===== src/rtl/lfw_pkg.sv =====
package lfw_pkg;
  localparam int ADDR_W  = 32;
  localparam int HI_W    = 16;
  localparam int LO_W    = ADDR_W - HI_W;
  localparam int SIZE_W  = 2;
  localparam int NFIELD  = 4;
  localparam int SEL_W   = $clog2(NFIELD);

  typedef enum logic [SEL_W-1:0] {
    FLD_MBASE = 2'd0,
    FLD_IGN   = 2'd1,
    FLD_TBASE = 2'd2,
    FLD_SUBST = 2'd3
  } fld_sel_e;
endpackage


===== src/rtl/lfw_cfg_regs.sv =====
module lfw_cfg_regs #(
  parameter int HI_W  = 16,
  parameter int SEL_W = 2
) (
  input  logic             clk,
  input  logic             rst,
  input  logic             we,
  input  logic [SEL_W-1:0] sel,
  input  logic [HI_W-1:0]  wdata,
  output logic [HI_W-1:0]  mbase,
  output logic [HI_W-1:0]  ign,
  output logic [HI_W-1:0]  tbase,
  output logic [HI_W-1:0]  subst
);
  import lfw_pkg::*;

  always_ff @(posedge clk) begin
    if (rst) begin
      mbase <= '0;
      ign   <= '0;
      tbase <= '0;
      subst <= '0;
    end else if (we) begin
      case (sel)
        FLD_MBASE: mbase <= wdata;
        FLD_IGN:   ign   <= wdata;
        FLD_TBASE: tbase <= wdata;
        default:   subst <= wdata;
      endcase
    end
  end
endmodule


===== src/rtl/lfw_match.sv =====
module lfw_match #(
  parameter int HI_W = 16
) (
  input  logic [HI_W-1:0] hi_addr,
  input  logic [HI_W-1:0] mbase,
  input  logic [HI_W-1:0] ign,
  output logic            hit
);
  logic [HI_W-1:0] bit_ok;

  for (genvar i = 0; i < HI_W; i++) begin : g_bit
    assign bit_ok[i] = ign[i] | ~(hi_addr[i] ^ mbase[i]);
  end

  assign hit = &bit_ok;
endmodule


===== src/rtl/lfw_merge.sv =====
module lfw_merge #(
  parameter int HI_W = 16
) (
  input  logic [HI_W-1:0] hi_addr,
  input  logic [HI_W-1:0] tbase,
  input  logic [HI_W-1:0] subst,
  output logic [HI_W-1:0] hi_out
);
  for (genvar i = 0; i < HI_W; i++) begin : g_bit
    assign hi_out[i] = subst[i] ? tbase[i] : hi_addr[i];
  end
endmodule


===== src/rtl/lfw_remap.sv =====
module lfw_remap #(
  parameter int ADDR_W = lfw_pkg::ADDR_W,
  parameter int HI_W   = lfw_pkg::HI_W,
  parameter int SIZE_W = lfw_pkg::SIZE_W,
  parameter int SEL_W  = lfw_pkg::SEL_W
) (
  input  logic              clk,
  input  logic              rst,
  input  logic              cfg_we,
  input  logic [SEL_W-1:0]  cfg_sel,
  input  logic [HI_W-1:0]   cfg_wdata,
  input  logic              req_valid,
  input  logic [ADDR_W-1:0] req_addr,
  input  logic [SIZE_W-1:0] req_size,
  output logic              rsp_valid,
  output logic              rsp_hit,
  output logic [ADDR_W-1:0] rsp_addr,
  output logic [SIZE_W-1:0] rsp_size
);
  localparam int LO_W = ADDR_W - HI_W;

  logic [HI_W-1:0] f_mbase, f_ign, f_tbase, f_subst;
  logic [HI_W-1:0] hi_in, hi_new;
  logic            win_hit;

  assign hi_in = req_addr[ADDR_W-1:LO_W];

  lfw_cfg_regs #(.HI_W(HI_W), .SEL_W(SEL_W)) u_cfg (
    .clk   (clk),
    .rst   (rst),
    .we    (cfg_we),
    .sel   (cfg_sel),
    .wdata (cfg_wdata),
    .mbase (f_mbase),
    .ign   (f_ign),
    .tbase (f_tbase),
    .subst (f_subst)
  );

  lfw_match #(.HI_W(HI_W)) u_match (
    .hi_addr (hi_in),
    .mbase   (f_mbase),
    .ign     (f_ign),
    .hit     (win_hit)
  );

  lfw_merge #(.HI_W(HI_W)) u_merge (
    .hi_addr (hi_in),
    .tbase   (f_tbase),
    .subst   (f_subst),
    .hi_out  (hi_new)
  );

  always_ff @(posedge clk) begin
    if (rst) begin
      rsp_valid <= 1'b0;
      rsp_hit   <= 1'b0;
      rsp_addr  <= '0;
      rsp_size  <= '0;
    end else begin
      rsp_valid <= req_valid;
      rsp_hit   <= req_valid & win_hit;
      if (req_valid) begin
        rsp_addr <= {hi_new, req_addr[LO_W-1:0]};
        rsp_size <= req_size;
      end
    end
  end
endmodule


===== config.mk =====
export PLATFORM = sky130hd
export DESIGN_NAME = lfw_remap
export DESIGN_NICKNAME = d
export VERILOG_FILES = /design/src/rtl/lfw_pkg.sv /design/src/rtl/lfw_cfg_regs.sv /design/src/rtl/lfw_match.sv /design/src/rtl/lfw_merge.sv /design/src/rtl/lfw_remap.sv
export SDC_FILE = /design/constraint.sdc
export NUM_CORES = 1
export LEC_CHECK = 0
export BUFFER_PORTS_ARGS = -buffer_cell sky130_fd_sc_hd__buf_2
export CAP_MARGIN = 15
export CORE_ASPECT_RATIO = 1.4
export CORE_MARGIN = 2
export CORE_UTILIZATION = 55
export CTS_BUF_LIST = sky130_fd_sc_hd__clkbuf_2 sky130_fd_sc_hd__clkbuf_4 sky130_fd_sc_hd__clkbuf_8
export CTS_CLUSTER_SIZE = 30
export DETAILED_ROUTE_END_ITERATION = 6
export PLACE_DENSITY_LB_ADDON = 0.12
export SLEW_MARGIN = 20
export SYNTH_ARGS = -nofsm -noshare
export SYNTH_HDL_FRONTEND = slang
export SYNTH_SLANG_ARGS = --single-unit

===== constraint.sdc =====
create_clock -name clk -period 1.4 [get_ports clk]
set_input_delay 0.07 -clock clk [delete_from_list [all_inputs] [get_ports clk]]
set_output_delay 0.07 -clock clk [all_outputs]
set_load 0.1 [all_outputs]

# Word-level counts from Yosys, hierarchy flattened
# Cells that the tools add are included.
[op_classes]
n_eq_ne = 2
n_mux = 16
n_bitwise = 50
n_reduce_logical = 7
[op_table]
columns = ["operator", "count"]
rows = [
  ["$not 1->1", 17],
  ["$mux 1", 16],
  ["$or 1x1->1", 16],
  ["$reduce_and 16->1", 1],
  ["$xor 1x1->1", 16],
  ["$reduce_and 2->1", 4],
  ["$reduce_or 3->1", 1],
  ["$eq 2x1->1 const B", 1],
  ["$eq 2x2->1 const B", 1],
  ["$logic_not 2->1", 1],
  ["$and 1x1->1", 1],
]
[word_totals]
reg_bits = 100
input_bits = 56
out_inout_bits = 36
word_cells = 83

# Logic depth before layout (Yosys ltp)
[logic_depth]
word_depth = 5
depth_mapped = 6
mapped_depth_nobuf = 4

# Hierarchy
# From an unflattened synthesis, not the netlist that was laid out.
[hier_totals]
cells_unflattened = 386
hier_area_um2 = 4289.1
[modules_own_cells]
columns = ["module", "instances", "cells_each", "area_per_inst_um2"]
rows = [
  ["lfw_cfg_regs", 1, 229, 2549.9],
  ["lfw_remap", 1, 114, 1290.0],
  ["lfw_merge", 1, 16, 240.2],
  ["lfw_match", 1, 27, 209.0],
]

# Least setup slack after synthesis
# OpenSTA, ideal clock, no wires.
[synth_timing]
kind = "reg2reg"
startpoint = "reg, netlist name rsp_addr[16]"
endpoint = "reg rsp_addr[16]"
arrival_ns = 1.204
required_time_ns = 1.314
path_slack_ns = 0.110
path_stages_with_launch = 3
n_path_buf = 0
synth_period_minus_slack_ns = 1.290
path_cell_list = "dfxtp_1 > nor2_1 > a211oi_1"
[synth_rtl]
columns = ["item", "line", "text"]
rows = [
  ["to (signal assigned)", "lfw_remap.sv:64", "rsp_addr <= {hi_new, req_addr[LO_W-1:0]};"],
  ["to (decl)", "lfw_remap.sv:17", "output logic [ADDR_W-1:0] rsp_addr,"],
]

# Worst setup path after layout
[layout_timing]
startpoint = "reg u_cfg.mbase[1]"
endpoint = "reg rsp_hit"
[layout_between]
elab_chain_cells = 5
[layout_lines]
columns = ["item", "line", "text"]
rows = [
  ["from (decl)", "lfw_cfg_regs.sv:10", "output logic [HI_W-1:0] mbase,"],
  ["from (signal assigned)", "lfw_cfg_regs.sv:25", "FLD_MBASE: mbase <= wdata;"],
  ["$xor 1x1->1", "lfw_match.sv:12", "assign bit_ok[i] = ign[i] | ~(hi_addr[i] ^ mbase[i]);"],
  ["$not 1->1", "lfw_match.sv:12", ""],
  ["$or 1x1->1", "lfw_match.sv:12", ""],
  ["$reduce_and 16->1", "lfw_match.sv:15", "assign hit = &bit_ok;"],
  ["$and 1x1->1", "lfw_remap.sv:62", "rsp_hit <= req_valid & win_hit;"],
  ["to (signal assigned)", "lfw_remap.sv:62", ""],
  ["to (decl)", "lfw_remap.sv:16", "output logic rsp_hit,"],
]
# No other way between the ends.
# A chain may end at the register's enable or synchronous reset.

==> results summary <==
The achievable frequency is 0.7484 GHz. The share of cells above drive strength 1 came out at 22.18%. The post-synthesis area per instance came out at 8.612 µm². The count of clock tree sinks is 100. The number of storage elements in the synthesis netlist is 100. The clock skew is 0.01134 ns. The power density of the placed cells is 1239 nW/µm². The type of the worst setup path is flip-flop to flip-flop. The relative area change from synthesis to final layout came out at 29.22%.

The initial standard-cell utilization of the core came out at 55.85%. The headroom to the max-slew limit came out at 62.07%. VDD sags by at most 0.001094 V.

The number of maximum-capacitance violations came out at 0. The overall power after layout came out at 6.121 mW. The capturing element type of the critical path is a flip-flop.

In the routed layout, each cell is associated on average with a via count of 5.134. Dividing the detail-routed wire length by the instance count gives 14.54 µm. The remaining antenna violation count after routing is 0.

The placeable core area came out at 6847 µm². The pin count of the biggest net entering global routing is 99. The total iterations of the first detailed-routing run is 4. The root buffer cell chosen for the clock tree is clkbuf_8. The final worst-path setup slack came out at 0.06390 ns.

Global routing finished with a remaining overflow of 0. The slew at the pin with the worst max-slew slack came out at 0.5689 ns. The cell area reported after detailed placement came out at 4350 µm². The smallest clock period supported by the final layout is computed as 1.336 ns. The number of global-route vias before repair is 3047.

The wire length of the first global-routing pass came out at 14460 µm. The post-route setup TNS came out at 0 ns. Post-CTS timing repair inserted 0 buffers for setup. Walking the worst path, the cells encountered are xnor2_2 -> o22ai_1 -> or4_4 -> nor4_2. The number of primary I/O pins is 92.

The buffer depth of the longest clock path came out at 2. The vias after detailed routing is 3404. The type of the most critical hold path is input port to flip-flop. The total of warnings raised by yosys came out at 0. Of all nets on the critical path, the largest fanout is 2. The setup-violating endpoint count in the final report is 0. The floorplan has 36 rows. The number of buffer cells added on primary ports came out at 91. The setup slack after placement came out at 0.06127 ns.

Data arrives at the worst endpoint at 1.62 ns. The final hold violation count is 0. The detailed-route wire length came out at 9637 µm. The final design area excluding fillers came out at 4941 µm². The worst setup path is launched from a flip-flop. The post-detailed-placement half-perimeter wirelength came out at 6247 µm.

The synthesized area is 3824 µm². The clock transition at the registers of the reported paths is 0.09 ns. In this design, the stage delay of the slowest critical-path cell is 0.54 ns. TritonCTS built the clock tree. The die height is 102.7 µm. Once layout is complete, the utilization of the core stands at 72.17%. The total global-route track usage came out at 25.37%. Data on the critical path is required at its endpoint by 1.69 ns. The antenna diode count is 0. The routability-driven placement congestion ratio is 0.8433. The slowest stage of the critical path is the or4_4 cell.

Counting every net in the synthesized netlist gives 500. The remaining routing DRC violations is 0. The number of buffers created by CTS came out at 9.

The number of different library cells used by synthesis comes to 26. The post-route fraction of the period consumed by the critical path came out at 95.44%. The number of slew-limit violations in the final report came out at 0. The depth of the CTS H-tree came out at 3. The number of antenna violations at the first check in global routing is 0.

The layout net count is 619. The synthesized instance count came out at 444. The count of routing violations after the opening detailed-route iteration came out at 248. The later pin in the worst-skew pair is clocked with a latency of 0.36 ns. The width of the die came out at 74.47 µm.

Setup repair after global routing left no endpoint under its margin. The analysis attributes to cell leakage a power of 2.006 nW. The die outline area is 7645 µm². The flow ran to the end, and the final reports show no timing, DRC or antenna violations. Summing the sequential cell areas from Yosys gives 52.36% of the chip area.
## flip-flops by register name, indices dropped and copies added, names as in the netlist
signal,flops
rsp_size,2
rsp_addr,32
u_cfg.subst,16
rsp_hit,1
u_cfg.mbase,16
u_cfg.ign,16
rsp_valid,1
u_cfg.tbase,16
## power by group
part	internal (mW)	switching (mW)	total (mW)
logic	0.329	0.809	1.14
clock network	0.994	0.955	1.95
registers	2.97	0.0651	3.03
## stage by stage
stage                     cells  hold WS [ns]
final                       663       0.08509
after global routing        663       0.09141
after CTS                   663       0.07466
after detailed placement    611        0.3139
after global placement      611        0.3055
after floorplan             444        0.2060
## worst paths after layout
| path | from | endpoint | slack, ns | cells past startpoint |
|---|---|---|---|---|
| max | u_cfg.mbase[1] | rsp_hit | 0.06 | 4 |
| min | req_addr[18] | rsp_addr[18] | 0.09 | 3 |
| max reg2reg | u_cfg.mbase[1] | rsp_hit | 0.06 | 4 |
| min reg2reg | u_cfg.ign[2] | u_cfg.ign[2] | 0.46 | 2 |
## area by class of cell
| class | instances | area (µm²) |
|---|---|---|
| Sequential cell | 100 | 2004 |
| Clock buffer | 13 | 172.7 |
| Timing Repair Buffer | 138 | 910.9 |
| Clock inverter | 3 | 43.79 |
| Tap cell | 95 | 118.9 |
| Fill cell | 590 | 1906 |
| Multi-Input combinational cell | 314 | 1690 |
## cells in the mapped netlist (all sizes together)
master	number	share of area, %
nor4	1	0.33
nand3b	1	0.20
and3	1	0.16
mux2i	34	8.9
a211oi	16	3.1
xnor2	16	3.7
nand2	129	13
or3	1	0.16
a21oi	64	8.4
nand3	1	0.13
o21ai	1	0.13
nor2b	1	0.23
o22ai	7	1.1
nor2	36	3.5
dfxtp	100	52
or3b	1	0.23
or4	1	0.20
nor3b	1	0.33
or2	1	0.16
and3b	1	0.23
clkbuf	14	1.5
buf	16	2.3
## worst max-delay path: cells and delay by family, from the launching register on
family | cells | cell delay (ns)
and+or+nand+nor | 2 | 0.67
DFF | 1 | 0.34
xor gates and xnor gates | 1 | 0.14
AOI/OAI and AO/OA | 1 | 0.11
## cells by family (layout without fill, tap and decap cells)
family / after synthesis / in the layout / share of synthesized area (%)
multiplexers: 34 / 34 / 8.901
AND/OR/NAND/NOR: 176 / 176 / 18.55
buffers and inverters: 30 / 154 / 3.730
flip-flops: 100 / 100 / 52.36
XOR/XNOR: 16 / 16 / 3.665
AO/OA/AOI/OAI: 88 / 88 / 12.79
## cell usage in the layout (no fill, tap or decap), types with 2 or more instances in the layout
cell type / n
xnor2_1: 15
a211oi_1: 16
buf_2: 91
dlygate4sd3_1: 36
buf_4: 10
o22ai_1: 7
mux2i_1: 34
nor2_1: 36
clkbuf_8: 12
nand2_1: 129
dfxtp_2: 2
dfxtp_1: 98
a21oi_1: 64
## what timing repair did
action                                  in CTS  in global routing
endpoints found under the setup margin       1                  1
resized for setup                            0                  4
pin swaps                                    1                  1
hold buffers                                36                  0
endpoints found under the hold margin       83                  0
## metal layers
metal  global-route usage, %  vias to the layer above  share of wire [%]
li1                        -                     1712                  -
met1                   30.59                     1578                 41
met2                   42.27                       88                 52
met3                   6.158                       26                3.8
met4                   11.68                        0                3.5
met5                       0                        -                  0
No activity file was read; power rests on OpenSTA's default activity.
